--- config.mk ---
export PLATFORM = sky130hd
export DESIGN_NAME = gpio_mask_port
export DESIGN_NICKNAME = d
export VERILOG_FILES = /design/src/rtl/gpio_mask_pkg.sv /design/src/rtl/gpio_mask_apb_fsm.sv /design/src/rtl/gpio_mask_sync.sv /design/src/rtl/gpio_mask_regs.sv /design/src/rtl/gpio_mask_port.sv
export SDC_FILE = /design/constraint.sdc
export NUM_CORES = 1
export LEC_CHECK = 0
export CORE_AREA = 2 2 58 60
export DETAILED_ROUTE_END_ITERATION = 16
export DIE_AREA = 0 0 60 62
export DONT_BUFFER_PORTS = 1
export PLACE_DENSITY_LB_ADDON = 0.05
export SYNTH_ARGS = -nofsm -noshare
export SYNTH_HDL_FRONTEND = slang
export SYNTH_SLANG_ARGS = --single-unit
--- constraint.sdc ---
create_clock -name clk -period 1.54 [get_ports clk]
set_input_delay 0.308 -clock clk [delete_from_list [all_inputs] [get_ports clk]]
set_output_delay 0.308 -clock clk [all_outputs]
set_load 0.02 [all_outputs]
--- src/rtl/gpio_mask_pkg.sv ---
package gpio_mask_pkg;

    // Bus phase tracker states
    typedef enum logic [0:0] {
        ST_IDLE   = 1'b0,
        ST_ACCESS = 1'b1
    } apb_state_e;

endpackage

--- src/rtl/gpio_mask_apb_fsm.sv ---
module gpio_mask_apb_fsm
    import gpio_mask_pkg::*;
(
    input  logic clk,
    input  logic rst_n,
    input  logic psel,
    input  logic penable,
    input  logic pwrite,
    output logic wr_commit,
    output logic rd_active
);

    apb_state_e st_q;
    apb_state_e st_d;

    logic setup_phase;
    logic access_phase;

    assign setup_phase  = psel && !penable;
    assign access_phase = psel && penable;

    always_ff @(posedge clk or negedge rst_n) begin
        if (!rst_n) begin
            st_q <= ST_IDLE;
        end else begin
            st_q <= st_d;
        end
    end

    always_comb begin
        st_d = st_q;
        unique case (st_q)
            ST_IDLE: begin
                if (setup_phase) st_d = ST_ACCESS;
            end
            ST_ACCESS: begin
                if (setup_phase) st_d = ST_ACCESS;
                else             st_d = ST_IDLE;
            end
            default: st_d = ST_IDLE;
        endcase
    end

    always_comb begin
        wr_commit = 1'b0;
        rd_active = 1'b0;
        unique case (st_q)
            ST_IDLE: begin
                wr_commit = 1'b0;
                rd_active = 1'b0;
            end
            ST_ACCESS: begin
                wr_commit = access_phase && pwrite;
                rd_active = access_phase && !pwrite;
            end
            default: begin
                wr_commit = 1'b0;
                rd_active = 1'b0;
            end
        endcase
    end

    // the access state is only entered from a setup phase
    a_r9_access_after_setup: assert property (
        @(posedge clk) disable iff (!rst_n)
        (st_q == ST_ACCESS) |-> $past(psel && !penable)
    );

endmodule

--- src/rtl/gpio_mask_sync.sv ---
module gpio_mask_sync #(
    parameter int WIDTH  = 8,
    parameter int STAGES = 2
) (
    input  logic             clk,
    input  logic             rst_n,
    input  logic [WIDTH-1:0] din,
    output logic [WIDTH-1:0] dout
);

    logic [WIDTH-1:0] stage_q [STAGES];

    for (genvar s = 0; s < STAGES; s++) begin : g_stage
        if (s == 0) begin : g_first
            always_ff @(posedge clk or negedge rst_n) begin
                if (!rst_n) stage_q[s] <= '0;
                else        stage_q[s] <= din;
            end
        end else begin : g_next
            always_ff @(posedge clk or negedge rst_n) begin
                if (!rst_n) stage_q[s] <= '0;
                else        stage_q[s] <= stage_q[s-1];
            end
        end
    end

    assign dout = stage_q[STAGES-1];

    if (STAGES == 2) begin : g_chk
        logic [1:0] warm_q;
        always_ff @(posedge clk or negedge rst_n) begin
            if (!rst_n)              warm_q <= 2'd0;
            else if (warm_q != 2'd2) warm_q <= warm_q + 2'd1;
        end

        // output is the pad level sampled two edges earlier
        a_r6_two_flop_delay: assert property (
            @(posedge clk) disable iff (!rst_n)
            (warm_q == 2'd2) |-> (dout == $past(din, 2))
        );
    end

endmodule

--- src/rtl/gpio_mask_regs.sv ---
module gpio_mask_regs #(
    parameter int          NPINS    = 8,
    parameter int          AW       = 12,
    parameter int          DW       = 32,
    parameter int          MASK_LSB = 2,
    parameter logic [11:0] DIR_ADDR = 12'h400
) (
    input  logic             clk,
    input  logic             rst_n,
    input  logic             wr_commit,
    input  logic             rd_active,
    input  logic [AW-1:0]    paddr,
    input  logic [DW-1:0]    pwdata,
    input  logic [NPINS-1:0] pin_sync,
    output logic [DW-1:0]    prdata,
    output logic [NPINS-1:0] dir_o,
    output logic [NPINS-1:0] drv_o
);

    localparam int WIN_LSB = MASK_LSB + NPINS;

    logic [NPINS-1:0] dir_q;
    logic [NPINS-1:0] out_q;
    logic [NPINS-1:0] mask;
    logic [NPINS-1:0] rd_value;
    logic             in_window;
    logic             is_dir;
    logic             wr_data;
    logic             wr_dir;
    logic [NPINS-1:0] wr_mask;
    logic             unused_bits;

    assign in_window = (paddr[AW-1:WIN_LSB] == '0);
    assign is_dir    = (paddr[AW-1:MASK_LSB] == DIR_ADDR[AW-1:MASK_LSB]);
    assign mask      = paddr[WIN_LSB-1:MASK_LSB];
    assign wr_data   = wr_commit && in_window;
    assign wr_dir    = wr_commit && is_dir;
    assign wr_mask   = mask & dir_q;

    assign unused_bits = &{1'b0, paddr[MASK_LSB-1:0], pwdata[DW-1:NPINS]};

    always_ff @(posedge clk or negedge rst_n) begin
        if (!rst_n)      dir_q <= '0;
        else if (wr_dir) dir_q <= pwdata[NPINS-1:0];
    end

    for (genvar n = 0; n < NPINS; n++) begin : g_pin
        always_ff @(posedge clk or negedge rst_n) begin
            if (!rst_n)                    out_q[n] <= 1'b0;
            else if (wr_data && wr_mask[n]) out_q[n] <= pwdata[n];
        end
    end

    always_comb begin
        if (in_window)   rd_value = mask & ((dir_q & out_q) | (~dir_q & pin_sync));
        else if (is_dir) rd_value = dir_q;
        else             rd_value = '0;
    end

    assign prdata = rd_active ? {{(DW-NPINS){1'b0}}, rd_value} : '0;
    assign dir_o  = dir_q;
    assign drv_o  = out_q & dir_q;

    // direction write loads the written byte
    a_r2_dir_load: assert property (
        @(posedge clk) disable iff (!rst_n)
        wr_dir |=> (dir_q == $past(pwdata[NPINS-1:0]))
    );

    // selected output pins take the written value
    a_r3_written_value: assert property (
        @(posedge clk) disable iff (!rst_n)
        wr_data |=> (((out_q ^ $past(pwdata[NPINS-1:0])) & $past(wr_mask)) == '0)
    );

    // pins outside the address mask keep their value
    a_r3_unmasked_hold: assert property (
        @(posedge clk) disable iff (!rst_n)
        wr_data |=> (((out_q ^ $past(out_q)) & ~$past(mask)) == '0)
    );

    // input pins keep their stored value on a data write
    a_r4_input_pin_hold: assert property (
        @(posedge clk) disable iff (!rst_n)
        wr_data |=> (((out_q ^ $past(out_q)) & ~$past(dir_q)) == '0)
    );

    // unselected bits read as zero
    a_r5_unmasked_read_zero: assert property (
        @(posedge clk) disable iff (!rst_n)
        (rd_active && in_window) |-> ((prdata[NPINS-1:0] & ~mask) == '0)
    );

endmodule

--- src/rtl/gpio_mask_port.sv ---
module gpio_mask_port #(
    parameter int          NPINS    = 8,
    parameter int          AW       = 12,
    parameter int          DW       = 32,
    parameter int          SYNC_FF  = 2,
    parameter logic [11:0] DIR_ADDR = 12'h400
) (
    input  logic             clk,
    input  logic             rst_n,
    input  logic             psel,
    input  logic             penable,
    input  logic             pwrite,
    input  logic [AW-1:0]    paddr,
    input  logic [DW-1:0]    pwdata,
    output logic [DW-1:0]    prdata,
    output logic             pready,
    output logic             pslverr,
    input  logic [NPINS-1:0] pad_in,
    output logic [NPINS-1:0] pad_oe,
    output logic [NPINS-1:0] pad_out
);

    localparam int MASK_LSB = 2;

    logic             wr_commit;
    logic             rd_active;
    logic [NPINS-1:0] pin_sync;

    gpio_mask_apb_fsm u_fsm (
        .clk       (clk),
        .rst_n     (rst_n),
        .psel      (psel),
        .penable   (penable),
        .pwrite    (pwrite),
        .wr_commit (wr_commit),
        .rd_active (rd_active)
    );

    gpio_mask_sync #(
        .WIDTH  (NPINS),
        .STAGES (SYNC_FF)
    ) u_sync (
        .clk   (clk),
        .rst_n (rst_n),
        .din   (pad_in),
        .dout  (pin_sync)
    );

    gpio_mask_regs #(
        .NPINS    (NPINS),
        .AW       (AW),
        .DW       (DW),
        .MASK_LSB (MASK_LSB),
        .DIR_ADDR (DIR_ADDR)
    ) u_regs (
        .clk       (clk),
        .rst_n     (rst_n),
        .wr_commit (wr_commit),
        .rd_active (rd_active),
        .paddr     (paddr),
        .pwdata    (pwdata),
        .pin_sync  (pin_sync),
        .prdata    (prdata),
        .dir_o     (pad_oe),
        .drv_o     (pad_out)
    );

    assign pready  = 1'b1;
    assign pslverr = 1'b0;

endmodule

==> impl_metrics.env <==
export IMPL_core_area_sq_um=3180
export IMPL_pin_count=107
export IMPL_power_density_nw_per_um2=806
export IMPL_dieArea_sq_um=3720
export IMPL_initial_core_util_pct=52.9
export IMPL_synth_edf_count=0
export IMPL_antenna_found_initial=0
export IMPL_fin_crit_ps=1890
export IMPL_via_per_inst=5.02
export IMPL_htreeDepth=2
export IMPL_placement_io_buffers=0
export IMPL_clock_latency_ps=330
export IMPL_drcViolationCount=0
export IMPL_post_route_period_util_pct=123
export IMPL_clock_path_buffers=2
export IMPL_yosysTopAreaCell="dfrtp_1"
export IMPL_synthCells=138
export IMPL_grt_pass1_wl_um=5160
export IMPL_cts_tree="yes"
export IMPL_drt_iter0_drc=43
export IMPL_path_clk_slew_ps=110
export IMPL_num_antenna_cells=0
export IMPL_final_setup_worst_slack_ps=-348
export IMPL_firstDrtPassIters=4
export IMPL_drive_above_1_share_pct=35.3
export IMPL_async_flop_share_pct=100
export IMPL_startpoint_type="flip-flop"
export IMPL_netlist_top_cells_count="dfrtp_1 (33), buf_4 (26), mux2_2 (20), nor3_1 (11)"
export IMPL_seqCellArea_sq_um=826
export IMPL_ys_flop_type="dfrtp_1"
export IMPL_finalMaxSlewViolations=0
export IMPL_first_global_vias=1094
export IMPL_cts_sinks=33
export IMPL_wl_um=3300
export IMPL_vias=1099
export IMPL_syn_cell_area_sq_um=1680
export IMPL_yosysMostFrequentCell="dfrtp_1"
export IMPL_place_congestion=0.678
export IMPL_timing_hold_ws_ps=108
export IMPL_drv_cap=0
export IMPL_yosysSeqAreaShare_pct=49.1
export IMPL_multi_input_area_sq_um=742
export IMPL_gr_total_overflow=0
export IMPL_synth_seq_cells=33
export IMPL_max_vdd_ir_drop_v=0.000673
export IMPL_cp_end_kind="output pin"
export IMPL_synth_avg_cell_area_sq_um=12.2
export IMPL_fin_skew_ps=12.0
export IMPL_rows=21
export IMPL_fin_nets=229
export IMPL_die_h_um=62
export IMPL_hold_path_class="in2reg"
export IMPL_rrSetupSlack_ps=100
export IMPL_failed_checks="setup timing"
export IMPL_wl_per_cell_um=15.1
export IMPL_yosysTopAreaCellShare_pct=49.1
export IMPL_yosys_warnings=0
export IMPL_hpwl_um=2420
export IMPL_synth_area_leaders="dfrtp_1 (49%), mux2_2 (13%), buf_4 (12%)"
export IMPL_cp_max_fo=8
export IMPL_finalSetupViolations=8
export IMPL_grt_usage_pct=19.6
export IMPL_cp_arrival_ps=1580
export IMPL_finalHoldViolations=0
export IMPL_cts_buffers=5
export IMPL_ys_types=25
export IMPL_critPathKind="reg2out"
export IMPL_worstPathRequired_ps=1230
export IMPL_ant_nets=0
export IMPL_status="finished, violations left"
export IMPL_rsz0062_at_grt="true"
export IMPL_p_leak_nw=0.960
export IMPL_num_fill_cells=271
export IMPL_fin_util_pct=61.8
export IMPL_area_growth_pct=16.8
export IMPL_cts_root_buf="clkbuf_4"
export IMPL_cts_setup_buffers=0
export IMPL_die_x_um=60
export IMPL_grt_max_degree=34
export IMPL_fmax_mhz=530
-- per-stage QoR --
step | std cells | power (mW) | TNS (ps) | area, sq um | setup slack (ps)
final | 219 | 1.58 | -2320 | 1970 | -348
after CTS | 218 | 1.60 | -2500 | 1950 | -370
after global routing | 219 | 1.67 | -2930 | 1970 | -412
after detailed placement | 200 | 1.01 | -58.6 | 1760 | -27.9
after floorplan | 162 | 1.05 | -22.9 | 1770 | -9.31
after global placement | 200 | 1.01 | -23.5 | 1760 | -17.4
-- what timing repair did --
action | 4_1_cts | 5_1_grt
setup endpoints to repair | 8 | 8
hold buffers | 10 | 1
endpoints found under the hold margin | 41 | 1
resized for setup | 5 | 1
pin swaps | 1 | 5
-- report_power, final --
part	internal, mW	switching, mW	leakage (nW)
Sequential	0.888	0.00622	0.423
Clock	0.264	0.285	0.0413
Combinational	0.0457	0.0953	0.496
Total	1.20	0.386	0.960
-- sequential cells by signal (all words and copies together) (netlist names) --
signal,count
u_regs.out_q,8
u_regs.dir_o,8
u_sync.dout,8
u_sync.stage_q,8
u_fsm.st_q,1
-- path summary, 6_finish.rpt --
path,depth (start not counted),end,start
max in group asynchronous,2,u_sync.dout[0]$_DFF_PN0_,rst_n
min,1,u_fsm.st_q$_DFF_PN0_,psel
min in group asynchronous,2,u_regs.out_q[5]$_DFFE_PN0P_,rst_n
min reg2reg,0,u_sync.dout[0]$_DFF_PN0_,u_sync.stage_q[8]$_DFF_PN0_
max reg2reg,5,u_regs.out_q[5]$_DFFE_PN0P_,u_fsm.st_q$_DFF_PN0_
max,3,prdata[0],u_fsm.st_q$_DFF_PN0_
-- logic make-up (layout without fill, tap and decap cells) --
| logic type | count (synthesis) | in the layout | synth area share [%] |
|---|---|---|---|
| AO/OA/AOI/OAI | 8 | 8 | 4.76 |
| buffers and inverters | 28 | 39 | 12.9 |
| flip-flops | 33 | 33 | 49.1 |
| multiplexers | 21 | 21 | 14.3 |
| other | 2 | 26 | 0.446 |
| AND/OR/NAND/NOR | 46 | 46 | 18.5 |
-- metal layers --
metal	global-route usage, %	wire length (um)	up-vias
li1	-	-	511
met1	23.3	1280	534
met2	31.1	1670	52
met3	9.32	319	2
met4	7.62	27	0
met5	0	0	-
-- cell usage in the layout (no fill, tap or decap), types with 2 or more instances in the layout --
cell and instances:
dfrtp_1 33, conb_1 26, mux2_2 20, buf_4 20
nor3_1 10, dlygate4sd3_1 10, and2_1 8, nand2_1 8
a32o_2 5, clkbuf_4 5, nor2_1 3, nand3b_1 3
a221o_1 3, and3_1 2, clkbuf_8 2
-- critical path, stage by stage, from the launching register on --
cell     delay, ps
dfrtp_1        390
and4b_1        230
and4_4         200
a221o_1        420
-- area by class of cell --
type                            instances  share of cell area [%]
Clock buffer                            7                    3.31
Clock inverter                          1                   0.255
Multi-Input combinational cell        101                    37.7
Sequential cell                        33                    42.0
Tap cell                               46                    2.93
Timing Repair Buffer                   31                    13.7
(Power assumes the default switching activity.)
